`src/rtl/gpio_mb_pkg.sv`:
```
// Package: shared sizes, address map constants and the per-bank write strobe
// type for the four-bank pin controller.
// Assumes byte addressing with word-aligned register offsets.
package gpio_mb_pkg;

    localparam int NUM_BANKS   = 4;
    localparam int DATA_W      = 32;
    localparam int HALF_W      = DATA_W / 2;
    localparam int ADDR_W      = 12;
    localparam int SYNC_STAGES = 2;

    // Address map (byte offsets)
    localparam int MASK_BASE   = 'h000;
    localparam int MASK_STRIDE = 8;
    localparam int HI_OFFSET   = 4;
    localparam int FULL_BASE   = 'h040;
    localparam int PINS_BASE   = 'h060;
    localparam int WORD_STRIDE = 4;
    localparam int DIR_BASE    = 'h204;
    localparam int OEN_BASE    = 'h208;
    localparam int CFG_STRIDE  = 'h040;

    // Number of implemented pins in a bank
    function automatic int bank_pins(input int b);
        case (b)
            1:       return 22;
            default: return 32;
        endcase
    endfunction

    // Per-bank write strobes decoded from the bus
    typedef struct packed {
        logic lo_masked;
        logic hi_masked;
        logic full;
        logic dir;
        logic oen;
    } bank_wr_t;

endpackage

```
`src/rtl/gpio_mb_sync.sv`:
```
// Module: multi-stage synchronizer for pad levels.
// Assumes pad inputs are asynchronous to clk; output trails input by STAGES clocks.
module gpio_mb_sync #(
    parameter int WIDTH  = 32,
    parameter int STAGES = 2
) (
    input  logic             clk,
    input  logic             rst_n,
    input  logic [WIDTH-1:0] din,
    output logic [WIDTH-1:0] dout
);

    logic [STAGES-1:0][WIDTH-1:0] stage_q;

    // Shift pad levels through the synchronizer chain
    always_ff @(posedge clk) begin
        if (!rst_n) begin
            stage_q <= '0;
        end else begin
            stage_q[0] <= din;
            for (int s = 1; s < STAGES; s++) begin
                stage_q[s] <= stage_q[s-1];
            end
        end
    end

    assign dout = stage_q[STAGES-1];

    // Cycles since reset, saturating, to gate the latency check
    logic [1:0] warm_q;

    // Count up to two cycles after reset release
    always_ff @(posedge clk) begin
        if (!rst_n) begin
            warm_q <= '0;
        end else if (warm_q != 2'd2) begin
            warm_q <= warm_q + 2'd1;
        end
    end

    // synchronized value equals the input two clocks earlier
    generate
        if (STAGES == 2) begin : g_lat_chk
            a_r9_two_cycle_latency: assert property (@(posedge clk) disable iff (!rst_n)
                (warm_q == 2'd2) |-> (dout == $past(din, 2)));
        end
    endgenerate

endmodule

```
`src/rtl/gpio_mb_bank.sv`:
```
// Module: register set of one bank (direction, output enable, output data)
// with full-word and masked half-word update paths.
// Assumes at most one write strobe per cycle; bits at or above PINS are unimplemented.
module gpio_mb_bank
    import gpio_mb_pkg::*;
#(
    parameter int PINS = 32
) (
    input  logic              clk,
    input  logic              rst_n,
    input  bank_wr_t          wr,
    input  logic [DATA_W-1:0] wdata,
    output logic [DATA_W-1:0] dout,
    output logic [DATA_W-1:0] dir,
    output logic [DATA_W-1:0] oen,
    output logic [DATA_W-1:0] pad_out,
    output logic [DATA_W-1:0] pad_oe
);

    localparam logic [DATA_W-1:0] IMPL =
        (PINS >= DATA_W) ? {DATA_W{1'b1}} : ((DATA_W'(1) << PINS) - DATA_W'(1));

    logic [DATA_W-1:0] dout_next;

    // Compute the next output word from full or masked writes
    always_comb begin
        dout_next = dout;
        if (wr.full) begin
            dout_next = wdata;
        end
        if (wr.lo_masked) begin
            for (int k = 0; k < HALF_W; k++) begin
                if (!wdata[HALF_W + k]) dout_next[k] = wdata[k];
            end
        end
        if (wr.hi_masked) begin
            for (int k = 0; k < HALF_W; k++) begin
                if (!wdata[HALF_W + k]) dout_next[HALF_W + k] = wdata[k];
            end
        end
    end

    // Hold output data, limited to implemented pins
    always_ff @(posedge clk) begin
        if (!rst_n) dout <= '0;
        else        dout <= dout_next & IMPL;
    end

    // Hold direction bits
    always_ff @(posedge clk) begin
        if (!rst_n)      dir <= '0;
        else if (wr.dir) dir <= wdata & IMPL;
    end

    // Hold output-enable bits
    always_ff @(posedge clk) begin
        if (!rst_n)      oen <= '0;
        else if (wr.oen) oen <= wdata & IMPL;
    end

    assign pad_out = dout;
    assign pad_oe  = dir & oen;

    // masked low write keeps masked pins of the low half
    a_r4_lo_mask_holds: assert property (@(posedge clk) disable iff (!rst_n)
        (wr.lo_masked && !wr.full) |=>
            ((dout[HALF_W-1:0] & $past(wdata[DATA_W-1:HALF_W])) ==
             ($past(dout[HALF_W-1:0]) & $past(wdata[DATA_W-1:HALF_W]))));

    // masked low write never touches the high half
    a_r4_lo_spares_hi: assert property (@(posedge clk) disable iff (!rst_n)
        (wr.lo_masked && !wr.full && !wr.hi_masked) |=>
            (dout[DATA_W-1:HALF_W] == $past(dout[DATA_W-1:HALF_W])));

    // masked high write never touches the low half
    a_r5_hi_spares_lo: assert property (@(posedge clk) disable iff (!rst_n)
        (wr.hi_masked && !wr.full && !wr.lo_masked) |=>
            (dout[HALF_W-1:0] == $past(dout[HALF_W-1:0])));

    // output data only changes on a data write
    a_r3_dout_quiet: assert property (@(posedge clk) disable iff (!rst_n)
        !(wr.full || wr.lo_masked || wr.hi_masked) |=> $stable(dout));

    // unimplemented bits stay zero in every register
    a_r2_unimpl_zero: assert property (@(posedge clk) disable iff (!rst_n)
        ((dout | dir | oen) & ~IMPL) == '0);

endmodule

```
`src/rtl/gpio_mb_regif.sv`:
```
// Module: bus decoder and registered read multiplexer for the four banks.
// Assumes single-cycle strobes; unmapped and unaligned offsets decode to nothing.
module gpio_mb_regif
    import gpio_mb_pkg::*;
(
    input  logic                                clk,
    input  logic                                rst_n,
    input  logic                                bus_wr,
    input  logic                                bus_rd,
    input  logic [ADDR_W-1:0]                   bus_addr,
    output logic [DATA_W-1:0]                   bus_rdata,
    input  logic [NUM_BANKS-1:0][DATA_W-1:0]    bank_dout,
    input  logic [NUM_BANKS-1:0][DATA_W-1:0]    bank_dir,
    input  logic [NUM_BANKS-1:0][DATA_W-1:0]    bank_oen,
    input  logic [NUM_BANKS-1:0][DATA_W-1:0]    bank_pins,
    output bank_wr_t [NUM_BANKS-1:0]            bank_wr
);

    logic [DATA_W-1:0] rd_mux;

    // Decode write strobes per bank
    generate
        for (genvar b = 0; b < NUM_BANKS; b++) begin : g_dec
            localparam logic [ADDR_W-1:0] A_LO   = ADDR_W'(MASK_BASE + MASK_STRIDE * b);
            localparam logic [ADDR_W-1:0] A_HI   = ADDR_W'(MASK_BASE + MASK_STRIDE * b + HI_OFFSET);
            localparam logic [ADDR_W-1:0] A_FULL = ADDR_W'(FULL_BASE + WORD_STRIDE * b);
            localparam logic [ADDR_W-1:0] A_DIR  = ADDR_W'(DIR_BASE + CFG_STRIDE * b);
            localparam logic [ADDR_W-1:0] A_OEN  = ADDR_W'(OEN_BASE + CFG_STRIDE * b);
            assign bank_wr[b].lo_masked = bus_wr && (bus_addr == A_LO);
            assign bank_wr[b].hi_masked = bus_wr && (bus_addr == A_HI);
            assign bank_wr[b].full      = bus_wr && (bus_addr == A_FULL);
            assign bank_wr[b].dir       = bus_wr && (bus_addr == A_DIR);
            assign bank_wr[b].oen       = bus_wr && (bus_addr == A_OEN);
        end
    endgenerate

    // Select the readable register addressed by the bus
    always_comb begin
        rd_mux = '0;
        for (int b = 0; b < NUM_BANKS; b++) begin
            if (bus_addr == ADDR_W'(FULL_BASE + WORD_STRIDE * b)) rd_mux = bank_dout[b];
            if (bus_addr == ADDR_W'(PINS_BASE + WORD_STRIDE * b)) rd_mux = bank_pins[b];
            if (bus_addr == ADDR_W'(DIR_BASE + CFG_STRIDE * b))   rd_mux = bank_dir[b];
            if (bus_addr == ADDR_W'(OEN_BASE + CFG_STRIDE * b))   rd_mux = bank_oen[b];
        end
    end

    // Register read data; zero when no read is strobed
    always_ff @(posedge clk) begin
        if (!rst_n)      bus_rdata <= '0;
        else if (bus_rd) bus_rdata <= rd_mux;
        else             bus_rdata <= '0;
    end

    // idle cycles return zero
    a_r11_idle_zero: assert property (@(posedge clk) disable iff (!rst_n)
        !bus_rd |=> (bus_rdata == '0));

    // masked registers read as zero
    a_r6_masked_wo: assert property (@(posedge clk) disable iff (!rst_n)
        (bus_rd && bus_addr < ADDR_W'(MASK_BASE + MASK_STRIDE * NUM_BANKS)) |=> (bus_rdata == '0));

    // reserved interrupt range of bank 0 reads as zero
    a_r10_irq_zero: assert property (@(posedge clk) disable iff (!rst_n)
        (bus_rd && bus_addr >= ADDR_W'('h20C) && bus_addr <= ADDR_W'('h227)) |=> (bus_rdata == '0));

endmodule

```
`src/rtl/gpio_mb_top.sv`:
```
// Module: four-bank pin controller top; instantiates per-bank registers and
// synchronizers and the shared bus interface.
// Assumes pad vectors use 32 slots per bank; unimplemented slots are ignored.
module gpio_mb_top
    import gpio_mb_pkg::*;
(
    input  logic                          clk,
    input  logic                          rst_n,
    input  logic                          bus_wr,
    input  logic                          bus_rd,
    input  logic [ADDR_W-1:0]             bus_addr,
    input  logic [DATA_W-1:0]             bus_wdata,
    output logic [DATA_W-1:0]             bus_rdata,
    input  logic [NUM_BANKS*DATA_W-1:0]   pad_in,
    output logic [NUM_BANKS*DATA_W-1:0]   pad_out,
    output logic [NUM_BANKS*DATA_W-1:0]   pad_oe
);

    logic [NUM_BANKS-1:0][DATA_W-1:0] dout_a;
    logic [NUM_BANKS-1:0][DATA_W-1:0] dir_a;
    logic [NUM_BANKS-1:0][DATA_W-1:0] oen_a;
    logic [NUM_BANKS-1:0][DATA_W-1:0] pins_a;
    bank_wr_t [NUM_BANKS-1:0]         wr_a;

    gpio_mb_regif i_regif (
        .clk       (clk),
        .rst_n     (rst_n),
        .bus_wr    (bus_wr),
        .bus_rd    (bus_rd),
        .bus_addr  (bus_addr),
        .bus_rdata (bus_rdata),
        .bank_dout (dout_a),
        .bank_dir  (dir_a),
        .bank_oen  (oen_a),
        .bank_pins (pins_a),
        .bank_wr   (wr_a)
    );

    generate
        for (genvar b = 0; b < NUM_BANKS; b++) begin : g_bank
            localparam int PINS = bank_pins(b);
            localparam logic [DATA_W-1:0] IMPL =
                (PINS >= DATA_W) ? {DATA_W{1'b1}} : ((DATA_W'(1) << PINS) - DATA_W'(1));

            logic [DATA_W-1:0] pad_slice;
            logic [DATA_W-1:0] out_slice;
            logic [DATA_W-1:0] oe_slice;
            logic [DATA_W-1:0] dout_b;
            logic [DATA_W-1:0] dir_b;
            logic [DATA_W-1:0] oen_b;
            logic [DATA_W-1:0] pins_b;

            assign pad_slice = pad_in[b*DATA_W +: DATA_W] & IMPL;

            gpio_mb_sync #(
                .WIDTH  (DATA_W),
                .STAGES (SYNC_STAGES)
            ) i_sync (
                .clk   (clk),
                .rst_n (rst_n),
                .din   (pad_slice),
                .dout  (pins_b)
            );

            gpio_mb_bank #(
                .PINS (PINS)
            ) i_bank (
                .clk     (clk),
                .rst_n   (rst_n),
                .wr      (wr_a[b]),
                .wdata   (bus_wdata),
                .dout    (dout_b),
                .dir     (dir_b),
                .oen     (oen_b),
                .pad_out (out_slice),
                .pad_oe  (oe_slice)
            );

            assign dout_a[b] = dout_b;
            assign dir_a[b]  = dir_b;
            assign oen_a[b]  = oen_b;
            assign pins_a[b] = pins_b;
            assign pad_out[b*DATA_W +: DATA_W] = out_slice;
            assign pad_oe[b*DATA_W +: DATA_W]  = oe_slice;
        end
    endgenerate

    // a pad is never enabled unless it is configured as an output
    a_r8_oe_needs_dir: assert property (@(posedge clk) disable iff (!rst_n)
        (pad_oe[DATA_W-1:0] & ~dir_a[0]) == '0);

endmodule

```
`config.mk`:
```
export PLATFORM = sky130hd
export DESIGN_NAME = gpio_mb_top
export DESIGN_NICKNAME = d
export VERILOG_FILES = /design/src/rtl/gpio_mb_pkg.sv /design/src/rtl/gpio_mb_sync.sv /design/src/rtl/gpio_mb_bank.sv /design/src/rtl/gpio_mb_regif.sv /design/src/rtl/gpio_mb_top.sv
export SDC_FILE = /design/constraint.sdc
export NUM_CORES = 1
export LEC_CHECK = 0
export BUFFER_PORTS_ARGS = -buffer_cell sky130_fd_sc_hd__clkbuf_2
export CAP_MARGIN = 15
export CORE_AREA = 10 10 207 355
export CTS_CLUSTER_SIZE = 40
export DETAILED_ROUTE_END_ITERATION = 8
export DIE_AREA = 0 0 217 365
export GPL_TIMING_DRIVEN = 0
export PLACE_DENSITY = 0.65
export SLEW_MARGIN = 20
export SYNTH_ARGS = -nofsm -noshare
export SYNTH_HDL_FRONTEND = slang
export SYNTH_HIERARCHICAL = 1
export SYNTH_SLANG_ARGS = --single-unit
```
`constraint.sdc`:
```
create_clock -name clk -period 4.9 [get_ports clk]
set_clock_uncertainty 0.1 [all_clocks]
set_input_delay 0.735 -clock clk [delete_from_list [all_inputs] [get_ports clk]]
set_output_delay 0.735 -clock clk [all_outputs]
set_load 0.01 [all_outputs]
```
After elaboration in Yosys (flattened, before gate mapping)
Index checks and enable logic that the tools add are counted.

Register bits: 642. Input bits: 176. Output and inout bits: 288. Word-level logic and storage cells: 217.

Equality and inequality tests: 23. Multiplexer cells: 146. Bitwise operators: 4. Reductions and logical operators: 22.

Operators with widths (count): 32-bit 2-to-1 mux (19); 1-bit 2-to-1 mux (118); 16-bit 2-to-1 mux (7); 32-bit bitwise AND (3); 12-bit by 10-bit equality test with 1-bit output (second input constant) (8); 12-bit by 7-bit equality test with 1-bit output (second input constant) (8); 12-bit by 5-bit equality test with 1-bit output (second input constant) (4); 12-bit by 4-bit equality test with 1-bit output (second input constant) (2); 22-bit bitwise AND (1); 22-bit 2-to-1 mux (1); 1-bit logical AND (20); 12-bit by 3-bit equality test with 1-bit output (second input constant) (1); 12-bit logical NOT (1); 6-bit 2-to-1 mux (1); 2-bit AND reduction (1).

Logic depth before layout (Yosys ltp)
Gate-level depths: netlist (run 1).

Depth in word-level cells: 17. Mapped depth: 11. Gate-level depth less buffers: 7.

Cells and area by module
The synthesis (run 1) kept the hierarchy.

By module, submodules not included: gpio_mb_bank (g_bank[0].i_bank ...) (instances 3, cells each 445, area each 4350.4 µm², sequential area each 1921.8 µm²); gpio_mb_sync (instances 4, cells each 166, area each 2031.9 µm², sequential area each 1281.2 µm²); gpio_mb_regif (instances 1, cells each 827, area each 5461.5 µm², sequential area each 640.6 µm²); gpio_mb_bank (g_bank[1].i_bank) (instances 1, cells each 357, area each 3428.3 µm², sequential area each 1321.3 µm²); gpio_mb_top (instances 1, cells each 1, area each 3.8 µm², sequential area each 0.0 µm²).

Worst setup path before layout (run 1)
No wires, ideal clock.

Path kind: input port to flip-flop. From: input port bus_addr[9]. To: register g_bank[3].i_bank.dout[22]. Setup time: 122 ps. Arrival: 2995 ps. Required time: 4678 ps. Path slack: 1683 ps. Cell stages on the path: 11. Buffers on the path: 4. Cell sequence: buf_2 or4_4 buf_2 nor2_2 nand2_1 clkbuf_1 nor2_1 nor2_4 buf_6 a32oi_1 a21boi_1.

RTL lines: start, declared (line gpio_mb_top.sv:11) `input logic [ADDR_W-1:0] bus_addr,`; end signal, assigned (line gpio_mb_bank.sv:46) `else dout <= dout_next & IMPL;`; end, declared (line gpio_mb_bank.sv:13) `output logic [DATA_W-1:0] dout,`.

Final worst setup path (run 1)
From: input port bus_addr[5]. To: register i_regif.bus_rdata[23].

Word-level cells in the longest chain between the ends: 17. Elaborated cells between the ends (all ways): 32. Classes of those cells: eq/ne (16); mux (16).

Ends and longest elaborated chain: 12-bit by 7-bit equality test with 1-bit output (line gpio_mb_regif.sv:41) `if (bus_addr == ADDR_W'(FULL_BASE + WORD_STRIDE * b)) rd_mux = bank_dout[b];`; 32-bit 2-to-1 mux (line gpio_mb_regif.sv:41); 32-bit 2-to-1 mux (line gpio_mb_regif.sv:42) `if (bus_addr == ADDR_W'(PINS_BASE + WORD_STRIDE * b)) rd_mux = bank_pins[b];`; 32-bit 2-to-1 mux (line gpio_mb_regif.sv:43) `if (bus_addr == ADDR_W'(DIR_BASE + CFG_STRIDE * b)) rd_mux = bank_dir[b];`; 32-bit 2-to-1 mux (line gpio_mb_regif.sv:44) `if (bus_addr == ADDR_W'(OEN_BASE + CFG_STRIDE * b)) rd_mux = bank_oen[b];`; 32-bit 2-to-1 mux (line gpio_mb_regif.sv:41); 32-bit 2-to-1 mux (line gpio_mb_regif.sv:42); 32-bit 2-to-1 mux (line gpio_mb_regif.sv:43); 32-bit 2-to-1 mux (line gpio_mb_regif.sv:44); 32-bit 2-to-1 mux (line gpio_mb_regif.sv:41); 32-bit 2-to-1 mux (line gpio_mb_regif.sv:42); 32-bit 2-to-1 mux (line gpio_mb_regif.sv:43); 32-bit 2-to-1 mux (line gpio_mb_regif.sv:44); 32-bit 2-to-1 mux (line gpio_mb_regif.sv:41); 32-bit 2-to-1 mux (line gpio_mb_regif.sv:42); 32-bit 2-to-1 mux (line gpio_mb_regif.sv:43); 32-bit 2-to-1 mux (*) (line gpio_mb_regif.sv:44); end signal, assigned (line gpio_mb_regif.sv:51) `else if (bus_rd) bus_rdata <= rd_mux;`; end, declared (line gpio_mb_regif.sv:11) `output logic [DATA_W-1:0] bus_rdata,`.

Every way passes the cells marked *; elsewhere a longest branch is shown, timed or not. A chain may end at the register's enable or synchronous reset.

==> flow_summary.toml, run 1 <==
[status]
run_status = "complete, no violations"

[logic_synthesis]
synth.top_cells.by_count = "dfxtp_1, buf_4, mux2i_1"
synth_area_leaders = "dfxtp_1, mux2i_1, buf_4"
ys.flop_type = "dfxtp_1"
yosysMostFrequentCell = "dfxtp_1"
syn_inst = 3184
ys_ff_latch = 642
yosysSeqAreaShare = 0.427
async_flop_share = 0
syn-cell-area_um2 = 30100
synth_cell_types = 74
synth_top_cell_by_area = "dfxtp_1"
synth_edf_count = 0
ys_warn_count = 6
synth_area_per_cell_um2 = 9.44
synth_top_area_share = 0.427

[setup_path]
cp.buffers_inverters = 4
crit_required_ps = 5350
worstSetupEndpointType = "flop"
rr_worst_depth = 5
worstSetupStartpoint = "bus_addr[5]"
max_stage_delay_ps = 830
r2r_start = "g_bank[0].i_sync/dout[13]"
path_depth = 9
cpLargestDelayFamily = "buffers and inverters"
crit_fanout = 10
crit_arrival_ps = 5240
crit_top_cell = "clkbuf_1"
startpoint_type = "primary input"
crit_slowest_cell = "nor4b_2"
crit_type = "primary input to flop"
critical_path.cell_chain = "clkbuf_2 > clkbuf_1 > nor4b_2 > clkbuf_1 > clkbuf_1 > a22oi_1 > o22ai_1 > o21ai_0 > a211oi_1"

[finish]
nets = 3911
fin_cells = 4676
final_area_um2 = 35600
drive_gt1_frac = 0.328
synthToLayoutAreaGrowth_pct = 18.5

[placement]
io_buffers = 431
place_area_um2 = 33600
post-place-ws_ps = -289
post-dp-hpwl_um = 121000
dp.cells = 4571
routabilityCongestion = 1.05

[floorplan]
core_area_um2 = 67500
die_w_um = 217
num_rows = 126
pin_count = 464
die_y_um = 365
fp.dieArea_um2 = 79200
start_util = 0.446

[grt]
overflow = 0
grt_use_total = 0.384
antenna_found_initial = 5
grt_pass1_vias = 26200
grt_max_degree = 44
grt_pass1_wl_um = 212000

[sta]
final-max-slew-violation-count = 0
rsz0062_at_grt = "false"
max_freq_mhz = 209
layout_setup_ws_ps = 105
finalSetupViolations = 0
tightest_slew_ps = 1270
hold-worst-slack_ps = 192
hold_viol = 0
relSlewSlack = 0.149
final.min_clock_period_ps = 4800
fin_crit_sh = 0.979

[job]
drv_cap = 0

[cts]
path_clk_slew_ps = 70
post_cts_buffers = 0
hold_buffers = 0
cts_tree = "done"
root_buffer = "clkbuf_16"
cts_buffers = 57
h-tree-depth = 2
clk_path_buf_depth = 3
cts_resized = 0
cts.sinks = 642
clk_latency_ps = 670

[routing]
wl_um = 157000
drc = 0
num_vias = 26700
ant_nets = 0
wl_per_cell_um = 33.6
detail_route.first_pass.iterations = 6
avgViaCountPerCell = 5.70
first_iter_violations = 2728

[worst_hold_path]
whs_path_depth = 2
hold_class = "primary input to flop"
hp-start = "pad_in[125]"

[power]
ir_drop_v = 0.000312
p_per_area_nw_per_um2 = 310
p_leak_nw = 14.6
[layout by cell type (no fill, tap or decap), types with 12 or more instances in the layout]
| cell | count |
|---|---|
| or3_1 | 15 |
| conb_1 | 60 |
| a21oi_1 | 89 |
| nor2b_1 | 244 |
| a21boi_1 | 54 |
| nand2_1 | 179 |
| clkbuf_2 | 462 |
| buf_2 | 32 |
| o21ai_0 | 130 |
| nand3_1 | 35 |
| o2bb2ai_1 | 13 |
| o22ai_1 | 81 |
| mux2i_1 | 299 |
| inv_1 | 56 |
| and2_1 | 119 |
| clkbuf_1 | 91 |
| o211ai_1 | 17 |
| buf_4 | 342 |
| nor3_1 | 25 |
| nor2_1 | 91 |
| a211oi_1 | 28 |
| and2_2 | 256 |
| buf_6 | 14 |
| o221ai_1 | 20 |
| dfxtp_1 | 642 |
| a22oi_1 | 71 |
| a31oi_1 | 13 |
| a221oi_1 | 12 |
| clkbuf_16 | 59 |
| a32oi_1 | 56 |
[final timing paths]
kind | end | slack (ps)
worst max-delay path | i_regif/bus_rdata[23] | 100
worst min-delay path | g_bank[3].i_sync/stage_q[29] | 190
worst max register to register | i_regif/bus_rdata[13] | 2110
worst min register to register | g_bank[2].i_sync/dout[31] | 330
[through the flow]
stage | util | setup TNS (ps) | power (mW)
floorplan | - | 0 | 5.82
global placement | 0.497 | -1380 | 6.22
detailed placement | 0.498 | -2140 | 6.23
CTS | 0.528 | 0 | 11.1
global route | 0.528 | 0 | 11.3
finish | 0.528 | 0 | 11.0
[worst register-to-register path: cells and delay by family (launching register included)]
family	cells	cell delay, ps
AOI/OAI and AO/OA	4	2160
buffers and inverters	1	120
DFF	1	300
[routing by layer]
layer,part of all wire,global-route usage,wire (um),up-vias
met5,0.00024,0,37,-
met4,0.11,0.352,16600,6
met3,0.080,0.0745,12600,466
met2,0.46,0.629,72700,1587
met1,0.35,0.416,55400,12800
li1,-,-,-,11800
[registers in the layout, summed over array words and instances (netlist names)]
| register | cells |
|---|---|
| g_bank.i_bank/dout | 118 |
| g_bank.i_sync/dout | 128 |
| g_bank.i_bank/oen | 118 |
| g_bank.i_bank/dir | 118 |
| g_bank.i_sync/stage_q | 128 |
| i_regif/bus_rdata | 32 |
[cells by family after synthesis]
group | Yosys count | synth area share
AOI/OAI and AO/OA | 651 | 0.148
muxes | 301 | 0.100
and+or+nand+nor | 1024 | 0.205
DFF | 642 | 0.427
other | 2 | 0.000250
buffers and inverters | 564 | 0.119
[cell type report]
| cell class | count | area [um^2] |
|---|---|---|
| fill | 6627 | 31800 |
| multi-input combinational | 2036 | 13900 |
| sequential | 642 | 12900 |
| buffer | 508 | 3370 |
| timing repair buffer | 434 | 2200 |
| clock buffer | 78 | 1650 |
| tap | 896 | 1120 |
| clock inverter | 24 | 347 |
| inverter | 56 | 210 |
| antenna | 2 | 5.00 |
[where the power goes]
group | internal [mW] | switching [mW]
clock network | 2.77 | 2.12
registers | 5.31 | 0.0263
logic | 0.291 | 0.517
Power figures use the tool's default switching activity.
==> inputs of run 2 (changes only) <==
--- a/config.mk
+++ b/config.mk
@@ -5,14 +5,14 @@
 export SDC_FILE = /design/constraint.sdc
 export NUM_CORES = 1
 export LEC_CHECK = 0
+export ABC_AREA = 1
 export BUFFER_PORTS_ARGS = -buffer_cell sky130_fd_sc_hd__clkbuf_2
 export CAP_MARGIN = 15
-export CORE_AREA = 10 10 207 355
+export CORE_AREA = 10 10 210 362
 export CTS_CLUSTER_SIZE = 40
 export DETAILED_ROUTE_END_ITERATION = 8
-export DIE_AREA = 0 0 217 365
+export DIE_AREA = 0 0 220 372
 export GPL_TIMING_DRIVEN = 0
-export PLACE_DENSITY = 0.65
 export SLEW_MARGIN = 20
 export SYNTH_ARGS = -nofsm -noshare
 export SYNTH_HDL_FRONTEND = slang
==> flow_summary.toml, run 2 <==
[cts]
root_buffer = "clkbuf_16"
clk_path_buf_depth = 3
clk_latency_ps = 650
hold_buffers = 0
cts_resized = 0
h-tree-depth = 2
cts_tree = "done"
cts.sinks = 642
post_cts_buffers = 0
cts_buffers = 59
path_clk_slew_ps = 70

[placement]
post-place-ws_ps = 680
post-dp-hpwl_um = 108000
dp.cells = 5962
io_buffers = 433
place_area_um2 = 34700
routabilityCongestion = 0.990

[logic_synthesis]
yosysSeqAreaShare = 0.412
yosysMostFrequentCell = "nand2_1"
ys_warn_count = 6
synth_area_per_cell_um2 = 6.84
async_flop_share = 0
synth_area_leaders = "dfxtp_1, nand2_1, inv_1"
ys.flop_type = "dfxtp_1"
syn_inst = 4554
syn-cell-area_um2 = 31200
synth_top_area_share = 0.412
synth_edf_count = 0
synth_cell_types = 38
synth.top_cells.by_count = "nand2_1, inv_1, dfxtp_1"
ys_ff_latch = 642
synth_top_cell_by_area = "dfxtp_1"

[sta]
layout_setup_ws_ps = 1170
finalSetupViolations = 0
relSlewSlack = 0.286
tightest_slew_ps = 1070
hold_viol = 0
rsz0062_at_grt = "false"
tns_ps = 0
hold-worst-slack_ps = 161
max_freq_mhz = 268
fin_crit_sh = 0.761
final.min_clock_period_ps = 3730
final-max-slew-violation-count = 0

[finish]
reg.largest.list = "g_bank.i_sync/dout x128, g_bank.i_sync/stage_q x128"
drive_gt1_frac = 0.224
layout_commonest_cell = "nand2_1"
fill_cells = 7355
synthToLayoutAreaGrowth_pct = 18.0
final_area_um2 = 36800
mostFrequentLayoutCells = "nand2_1, inv_1, dfxtp_1, clkbuf_2, nor2_1"
nets = 5282
final_core_util = 0.525
fin_cells = 6064

[floorplan]
num_rows = 129
die_y_um = 372
die_w_um = 220
fp.dieArea_um2 = 81800
pin_count = 464
core_area_um2 = 70000
start_util = 0.445

[routing]
wl_um = 138000
ant_nets = 0
detail_route.first_pass.iterations = 6
num_vias = 30400
drc = 0
avgViaCountPerCell = 5.01
first_iter_violations = 2822
wl_per_cell_um = 22.7

[setup_path]
crit_required_ps = 5340
crit_slowest_cell = "nand4_1"
rr_worst_depth = 13
startpoint_type = "primary input"
cp.buffers_inverters = 5
crit_fanout = 10
crit_type = "primary input to flop"
worstSetupEndpointType = "flop"
crit_top_cell = "nand3_1"
timing.rr.end = "i_regif/bus_rdata[10]"
reg2reg_slack_ps = 1800
max_stage_delay_ps = 460
r2r_start = "g_bank[0].i_sync/dout[10]"
critical_path.cell_chain = "clkbuf_2 > inv_2 > nand2_2 > nor2_4 > buf_2 > buf_2 > nand3_1 > nand2_1 > a21oi_2 > nand3_1 > a21oi_1 > nand3_1 > a21oi_1 > nand4_1 > o21ai_1 > nand3_1 > nand2_1 > inv_1"
crit_arrival_ps = 4170
cpLargestDelayFamily = "simple AND/OR/NAND/NOR gates"

[grt]
grt_pass1_wl_um = 194000
overflow = 0
grt_use_total = 0.326
antenna_found_initial = 7
grt_max_degree = 27
grt_pass1_vias = 29100

[power]
ir_drop_v = 0.000293
p_leak_nw = 20.9
p_per_area_nw_per_um2 = 302
power_mw = 11.1

[status]
run_status = "complete, no violations"

[job]
drv_cap = 0

[worst_hold_path]
hold_class = "primary input to flop"
whs_path_depth = 3
holdPathEnd = "g_bank[0].i_sync/stage_q[11]"
hp-start = "pad_in[11]"
==> run 2: worst reg2reg max path, delay by kind of cell, from the launching register on <==
kind                   cells  cell delay [ps]
buffers and inverters      2              180
flip-flops                 1              300
AO/OA/AOI/OAI              4             1060
AND/OR/NAND/NOR            7             1350
==> run 2: worst max-delay path by stage <==
stage | cells after the start | slack, ps | to | start
finish | 18 | 1170 | i_regif/bus_rdata[10] | bus_addr[7]
global route | 12 | 1220 | g_bank[3].i_bank/oen[23] | bus_addr[1]
CTS | 19 | 1370 | i_regif/bus_rdata[10] | bus_addr[9]
detailed placement | 18 | 680 | i_regif/bus_rdata[10] | bus_addr[7]
global placement | 18 | 660 | i_regif/bus_rdata[10] | bus_addr[7]
floorplan | 11 | 2180 | g_bank[3].i_bank/oen[10] | bus_addr[1]
==> run 2: logic make-up after synthesis <==
group,Yosys count,synth area share
buf+inv,1219,0.205
other cells,2,0.000241
compound gates,667,0.114
simple gates,2024,0.269
flops,642,0.412
==> run 2: power breakdown <==
part	total [mW]	internal (mW)	switching [mW]	leakage (nW)
clock network	5.06	2.93	2.13	1.02
logic	0.685	0.232	0.453	14.6
registers	5.34	5.32	0.0258	5.23
total	11.1	8.48	2.61	20.9
==> run 2: final cells by class <==
type	instances	area (um^2)	area share
Inverter	702	2640	0.0717
Clock buffer	83	1750	0.0476
Timing Repair Buffer	433	2170	0.0589
Clock inverter	17	317	0.00861
Buffer	517	3740	0.102
Antenna cell	2	5.00	0.000136
Multi-Input combinational cell	2751	12100	0.330
Sequential cell	642	12900	0.350
Tap cell	917	1150	0.0312
==> run 2: layer usage <==
| metal | GRT usage | vias up | part of all wire |
|---|---|---|---|
| met3 | 0.0641 | 454 | 0.084 |
| li1 | - | 14600 | - |
| met2 | 0.527 | 1519 | 0.45 |
| met4 | 0.278 | 10 | 0.10 |
| met5 | 0 | - | 0.00045 |
| met1 | 0.363 | 13700 | 0.36 |
